==> config.mk <==
export PLATFORM = sky130hd
export DESIGN_NAME = lcd_drive_seq
export DESIGN_NICKNAME = d
export VERILOG_FILES = /design/src/rtl/lcd_seq_pkg.sv /design/src/rtl/lcd_mode_decode.sv /design/src/rtl/lcd_frame_timer.sv /design/src/rtl/lcd_level_map.sv /design/src/rtl/lcd_drive_seq.sv
export SDC_FILE = /design/constraint.sdc
export NUM_CORES = 1
export LEC_CHECK = 0
export ABC_AREA = 1
export BUFFER_PORTS_ARGS = -buffer_cell sky130_fd_sc_hd__buf_2
export CAP_MARGIN = 15
export CORE_ASPECT_RATIO = 0.7
export CORE_UTILIZATION = 60
export CTS_CLUSTER_SIZE = 8
export DETAILED_ROUTE_END_ITERATION = 8
export PLACE_DENSITY = 0.9
export SLEW_MARGIN = 20
export SYNTH_ARGS = -nofsm -noshare
export SYNTH_HDL_FRONTEND = slang
export SYNTH_SLANG_ARGS = --single-unit
export TNS_END_PERCENT = 100
==> constraint.sdc <==
create_clock -name clk_i -period 5.8 [get_ports clk_i]
set_input_delay 0.58 -clock clk_i [delete_from_list [all_inputs] [get_ports clk_i]]
set_output_delay 0.58 -clock clk_i [all_outputs]
set_load 0.03 [all_outputs]
==> src/rtl/lcd_seq_pkg.sv <==
package lcd_seq_pkg;
  localparam int NUM_BP    = 4;
  localparam int RATE_W    = 3;
  localparam int BASE_HZ   = 60;
  localparam int STEP_HZ   = 5;
  localparam int MAX_RATE  = 6;
  localparam int MAX_STEP  = (BASE_HZ + STEP_HZ * MAX_RATE) * 2 * NUM_BP;

  localparam logic [1:0] LVL_VSS  = 2'b00;
  localparam logic [1:0] LVL_LOW  = 2'b01;
  localparam logic [1:0] LVL_HIGH = 2'b10;
  localparam logic [1:0] LVL_VLCD = 2'b11;

  typedef enum logic [1:0] {
    MODE_MUX4   = 2'b00,
    MODE_STATIC = 2'b01,
    MODE_MUX2   = 2'b10,
    MODE_MUX3   = 2'b11
  } mode_e;

  typedef enum logic [1:0] {
    DRV_THIRD  = 2'b00,
    DRV_HALF   = 2'b01,
    DRV_STATIC = 2'b10
  } drv_e;
endpackage

==> src/rtl/lcd_mode_decode.sv <==
module lcd_mode_decode
  import lcd_seq_pkg::*;
(
  input  logic [1:0] mode_i,
  input  logic [1:0] bias_i,
  output drv_e       drv_o,
  output logic [2:0] mux_o
);
  always_comb begin
    if (bias_i[1] || mode_i == MODE_STATIC) begin
      drv_o = DRV_STATIC;
      mux_o = 3'd1;
    end else begin
      drv_o = bias_i[0] ? DRV_HALF : DRV_THIRD;
      unique case (mode_i)
        MODE_MUX2: mux_o = 3'd2;
        MODE_MUX3: mux_o = 3'd3;
        default:   mux_o = 3'd4;
      endcase
    end
  end
endmodule

==> src/rtl/lcd_frame_timer.sv <==
module lcd_frame_timer
  import lcd_seq_pkg::*;
#(
  parameter int TICK_HZ = 2400
) (
  input  logic              clk_i,
  input  logic              rst_ni,
  input  logic              tick_i,
  input  logic [2:0]        mux_i,
  input  logic [RATE_W-1:0] rate_i,
  input  logic              sync_ni,
  output logic [1:0]        row_o,
  output logic              half_o
);
  localparam int ACC_W = $clog2(TICK_HZ + MAX_STEP + 1);

  logic [ACC_W-1:0]  acc_q, step;
  logic [ACC_W:0]    sum;
  logic [RATE_W-1:0] rate_c;
  logic [1:0]        row_q, last_row;
  logic              half_q, sync_prev_q, sync_fall, at_start, wrap;

  // clamp the rate step, then one slot advance per TICK_HZ of accumulated phase
  always_comb begin
    rate_c   = (rate_i > RATE_W'(MAX_RATE)) ? RATE_W'(MAX_RATE) : rate_i;
    step     = ACC_W'((BASE_HZ + STEP_HZ * int'(rate_c)) * 2 * int'(mux_i));
    sum      = {1'b0, acc_q} + {1'b0, step};
    wrap     = sum >= (ACC_W + 1)'(TICK_HZ);
    last_row = 2'(mux_i - 3'd1);
    at_start = (row_q == 2'd0) && !half_q;
    sync_fall = sync_prev_q && !sync_ni;
  end

  always_ff @(posedge clk_i or negedge rst_ni) begin
    if (!rst_ni) begin
      acc_q       <= '0;
      row_q       <= '0;
      half_q      <= 1'b0;
      sync_prev_q <= 1'b1;
    end else begin
      sync_prev_q <= sync_ni;
      if (sync_fall && !at_start) begin
        acc_q  <= '0;
        row_q  <= '0;
        half_q <= 1'b0;
      end else if (tick_i) begin
        if (wrap) begin
          acc_q <= ACC_W'(sum - (ACC_W + 1)'(TICK_HZ));
          if (row_q >= last_row) begin
            row_q  <= '0;
            half_q <= ~half_q;
          end else begin
            row_q <= row_q + 2'd1;
          end
        end else begin
          acc_q <= ACC_W'(sum);
        end
      end
    end
  end

  assign row_o  = row_q;
  assign half_o = half_q;
endmodule

==> src/rtl/lcd_level_map.sv <==
module lcd_level_map
  import lcd_seq_pkg::*;
#(
  parameter int NUM_SEG = 8
) (
  input  drv_e                      drv_i,
  input  logic [1:0]                row_i,
  input  logic                      half_i,
  input  logic                      blank_i,
  input  logic [NUM_BP*NUM_SEG-1:0] seg_bits_i,
  output logic [2*NUM_BP-1:0]       bp_o,
  output logic [2*NUM_SEG-1:0]      seg_o
);
  for (genvar j = 0; j < NUM_BP; j++) begin : g_bp
    logic sel;
    assign sel = (row_i == 2'(j));
    always_comb begin
      if (blank_i)                 bp_o[2*j +: 2] = LVL_VLCD;
      else if (drv_i == DRV_STATIC) bp_o[2*j +: 2] = half_i ? LVL_VLCD : LVL_VSS;
      else if (sel)                bp_o[2*j +: 2] = half_i ? LVL_VSS : LVL_VLCD;
      else if (drv_i == DRV_HALF)  bp_o[2*j +: 2] = LVL_LOW;
      else                         bp_o[2*j +: 2] = half_i ? LVL_HIGH : LVL_LOW;
    end
  end

  for (genvar s = 0; s < NUM_SEG; s++) begin : g_seg
    logic [NUM_BP-1:0] nib;
    logic              on;
    assign nib = seg_bits_i[NUM_BP*s +: NUM_BP];
    assign on  = (drv_i == DRV_STATIC) ? nib[0] : nib[row_i];
    always_comb begin
      if (blank_i) seg_o[2*s +: 2] = LVL_VLCD;
      else begin
        unique case (drv_i)
          DRV_STATIC: seg_o[2*s +: 2] = (on ^ half_i) ? LVL_VLCD : LVL_VSS;
          DRV_HALF:   seg_o[2*s +: 2] = (on ^ half_i) ? LVL_VSS  : LVL_VLCD;
          default: begin
            if (on) seg_o[2*s +: 2] = half_i ? LVL_VLCD : LVL_VSS;
            else    seg_o[2*s +: 2] = half_i ? LVL_LOW  : LVL_HIGH;
          end
        endcase
      end
    end
  end
endmodule

==> src/rtl/lcd_drive_seq.sv <==
module lcd_drive_seq
  import lcd_seq_pkg::*;
#(
  parameter int NUM_SEG = 8,
  parameter int TICK_HZ = 2400
) (
  input  logic                      clk_i,
  input  logic                      rst_ni,
  input  logic                      tick_i,
  input  logic                      disp_en_i,
  input  logic [1:0]                mode_i,
  input  logic [1:0]                bias_i,
  input  logic [RATE_W-1:0]         rate_i,
  input  logic [NUM_BP*NUM_SEG-1:0] seg_bits_i,
  input  logic                      sync_ni,
  output logic                      sync_pull_o,
  output logic [2*NUM_BP-1:0]       bp_o,
  output logic [2*NUM_SEG-1:0]      seg_o
);
  drv_e       drv;
  logic [2:0] mux;
  logic [1:0] row;
  logic       half, blank_q;

  always_ff @(posedge clk_i or negedge rst_ni) begin
    if (!rst_ni) blank_q <= 1'b1;
    else         blank_q <= ~disp_en_i;
  end

  lcd_mode_decode u_dec (
    .mode_i (mode_i),
    .bias_i (bias_i),
    .drv_o  (drv),
    .mux_o  (mux)
  );

  lcd_frame_timer #(.TICK_HZ(TICK_HZ)) u_tmr (
    .clk_i   (clk_i),
    .rst_ni  (rst_ni),
    .tick_i  (tick_i),
    .mux_i   (mux),
    .rate_i  (rate_i),
    .sync_ni (sync_ni),
    .row_o   (row),
    .half_o  (half)
  );

  lcd_level_map #(.NUM_SEG(NUM_SEG)) u_map (
    .drv_i      (drv),
    .row_i      (row),
    .half_i     (half),
    .blank_i    (blank_q),
    .seg_bits_i (seg_bits_i),
    .bp_o       (bp_o),
    .seg_o      (seg_o)
  );

  assign sync_pull_o = !blank_q && (row == 2'd0) && !half;
endmodule

==> flow_summary_export.csv <==
group,metric,value,unit
power_and_ir_drop,power_density,466.9,nW/um^2
drt,vias_per_cell,5.324,
yosys,ys_seq_area_frac,0.1335,
sta,max_freq,182.9,MHz
sta,finalSetupTns,0,ns
clock_network,clock-root-buffer,"clkbuf_8",
drt,ant_nets,0,
worst_setup_path,crit_family,"adder cells",
clock_network,clk_pin_slew,0.07,ns
placement,pre_cts_slack,-0.03736,ns
placement,place_congestion,0.9655,
drt,drtIter0Drc,186,
final_layout,drive_gt1_frac,0.1946,
worst_setup_path,cp_slowest_cell,"fa_1",
clock_network,postCtsSetupBuffers,0,
clock_network,clockBufferDepth,2,
floorplanning,die_w,86.77,microns
sta,slew_headroom,0.4880,
global_route,grt_usage,0.2859,
drt,drc,0,
yosys,synth_top_family_by_area,"simple AND/OR/NAND/NOR gates",
worst_setup_path,r2r_cells,15,
flow_run,max_cap_violations,0,
worst_setup_path,required,5.99,ns
yosys,yosysTopAreaCell,"nand2_1",
yosys,synth_compound_area_frac,0.1240,
global_route,grt_max_degree,20,
sta,final_max_slew_viol_count,0,
power_and_ir_drop,p_leak,2.034,nW
sta,finalHoldViolCount,0,
yosys,synthArstFlopShare,1.000,
power_and_ir_drop,p_total,1.633,mW
yosys,synth_adder_area_share,0.2098,
yosys,yosysWarnings,0,
floorplanning,core,4808,sq um
yosys,ys_seq_elements,16,
clock_network,clock_sinks,16,
yosys,synth_nets,582,
worst_setup_path,r2r_start,"u_tmr.acc_q[1]",
sta,finalCriticalPeriod,5.468,ns
drt,dr.pass1.iters,5,
yosys,synth.area.mux_share,0,
floorplanning,initial_core_util,0.6276,
worst_setup_path,arrival,5.66,ns
yosys,synth_cell_type_count,36,
worst_setup_path,start_kind,"input pin",
worst_setup_path,critPathBufInv,7,
placement,numPortBuffers,68,
global_route,antenna_found_initial,0,
yosys,synth_area,3018,sq um
floorplanning,dieArea,5322,sq um
clock_network,h-tree-depth,1,
sta,tightest_slew,0.7651,ns
yosys,synth_area_leaders,"nand2_1, ha_1, dfrtp_1, inv_1, nand3_1",
worst_setup_path,max_stage_delay,0.52,ns
final_layout,syn_to_final_growth,15.88,%
hold_path,min_path_type,"input pin to asynchronous set/reset pin",
floorplanning,dieHeight,61.34,microns
yosys,syn_area_per_cell,6.146,sq um
worst_setup_path,r2r_setup_slack,3.13,ns
worst_setup_path,crit_cells,34,
sta,finalCritPeriodShare,0.9428,
sta,finalWorstSetupSlack,0.3319,ns
sta,finClkSkew,0.002611,ns
drt,via_count,3322,
floorplanning,io_pins,69,
yosys,synth_top_area_frac,0.1828,
power_and_ir_drop,peakVddDrop,0.2891,mV
final_layout,final_core_util,0.7273,
global_route,first_global_vias,2726,
yosys,yosys.area_share.simple,0.3653,
clock_network,clk_latency,0.25,ns
final_layout,final_nets,647,
floorplanning,num_rows,21,
clock_network,cts_buffers,3,
final_layout,fillCellCount,393,
yosys,synth_xor_area_frac,0.05514,
worst_setup_path,worstSetupPathType,"input pin to register",
drt,post_drt_wl_per_cell,12.03,microns
final_layout,final_cell_area,3497,sq um
global_route,grt_pass1_wl,11.92,mm
yosys,syn_inst,491,
clock_network,cts_tree,"built",
placement,placed_cell_area,3413,sq um
drt,routed_wirelength,7.506,mm
yosys,synth_edf_count,0,
worst_setup_path,timing.rr.end,"u_tmr.half_o",
worst_setup_path,worst_setup_path_end_kind,"register",
global_route,grt_overflow,0,
yosys,ys.flop_type,"dfrtp_1",
worst_setup_path,cp_max_fo,7,
final_layout,n_antenna_cell,0,
sta,setup_viol,0,
status,status,"complete, no violations",
placement,dp_hpwl,6.246,mm
[sequential cells by signal (all words and copies together) (netlist names)]
signal,flops
u_tmr.acc_q,11
u_tmr.sync_prev_q,1
u_tmr.row_o,2
blank_q,1
u_tmr.half_o,1
[how the worst max path moves through the flow]
| stage | slack (ns) | endpoint | start |
|---|---|---|---|
| 2_1_floorplan | 0.53 | u_tmr.acc_q[8] | rate_i[2] |
| 3_3_place_gp | 0.28 | u_tmr.acc_q[8] | rate_i[2] |
| 3_5_place_dp | -0.04 | u_tmr.half_o | rate_i[2] |
| 4_1_cts | 0.21 | u_tmr.half_o | rate_i[2] |
| 5_1_grt | -0.05 | u_tmr.acc_q[8] | rate_i[2] |
| 6_report | 0.33 | u_tmr.half_o | rate_i[2] |
[logic make-up (layout without fill, tap and decap cells)]
family          count (synthesis)  count (layout)
simple gates                  254             254
compound gates                 66              66
fa+ha+maj                      47              47
xor+xnor                       19              19
buf+inv                        89             153
flops                          16              16
[cell usage after synthesis, types with 2 or more instances]
cell,count
nand3b_1,3
clkbuf_1,4
nand4_1,5
xor2_1,14
nand2_1,147
o211ai_1,2
a22o_1,2
buf_2,4
o21ai_0,23
nand2_2,12
dfrtp_1,14
fa_1,6
inv_1,73
o21ai_1,12
nor2_1,33
nand3_1,42
xnor2_1,5
dfstp_2,2
inv_2,6
nor2_2,2
nor3_1,2
or2_2,2
nand2_4,2
ha_1,41
a21oi_1,19
a21o_1,2
a21oi_2,3
[cell type report]
class / count / area (sq um) / share of cell area
repair buffers: 69 / 347.8 / 0.09946
multi-input cells: 386 / 2305 / 0.6590
inverters: 80 / 300.3 / 0.08587
clock buffers: 4 / 55.05 / 0.01574
well taps: 69 / 86.33 / 0.02469
flip-flops and latches: 16 / 402.9 / 0.1152
[layout by cell type, fill, tap and decap left out, types with 2 or more instances in the layout]
cell,Yosys,layout
or2_2,2,2
nand3b_1,3,3
a22o_1,2,2
a21oi_1,19,19
nand2_4,2,2
nor3_1,2,2
nand4_1,5,5
fa_1,6,6
dfstp_2,2,2
o211ai_1,2,2
clkbuf_8,0,4
nor2_1,33,33
ha_1,41,40
o21ai_0,23,21
dfrtp_1,14,14
nand3_1,42,42
a21o_1,2,2
xor2_1,14,14
xnor2_1,5,4
nor2_2,2,2
buf_2,4,68
nand2_2,12,12
inv_2,6,6
a21oi_2,3,3
nand2_1,147,147
inv_1,73,73
o21ai_1,12,13
[stage by stage]
stage          std cells  hold WS [ns]
6_report             624        0.2274
5_1_grt              624        0.2676
4_1_cts              624        0.2386
3_5_place_dp         620        0.4772
3_3_place_gp         620        0.4677
2_1_floorplan        491        0.2844
[per-layer routing]
metal,GRT usage,up-vias,share of wire
li1,-,1693,-
met1,0.4140,1513,0.49
met2,0.4546,106,0.44
met3,0.05228,10,0.061
met4,0.05238,0,0.012
met5,0,-,0
[power by group]
group / switching [mW] / total, mW / leakage [nW] / internal [mW]
Clock: 0.0416 / 0.102 / 0.0288 / 0.0603
Combinational: 0.860 / 1.31 / 1.81 / 0.447
Sequential: 0.0683 / 0.224 / 0.199 / 0.156
Total: 0.970 / 1.63 / 2.03 / 0.663
[timing repair]
item	CTS	global route
resized for setup	0	6
setup endpoints to repair	0	10
hold buffers	0	0
Note: power is estimated with default switching activity, not from simulation.
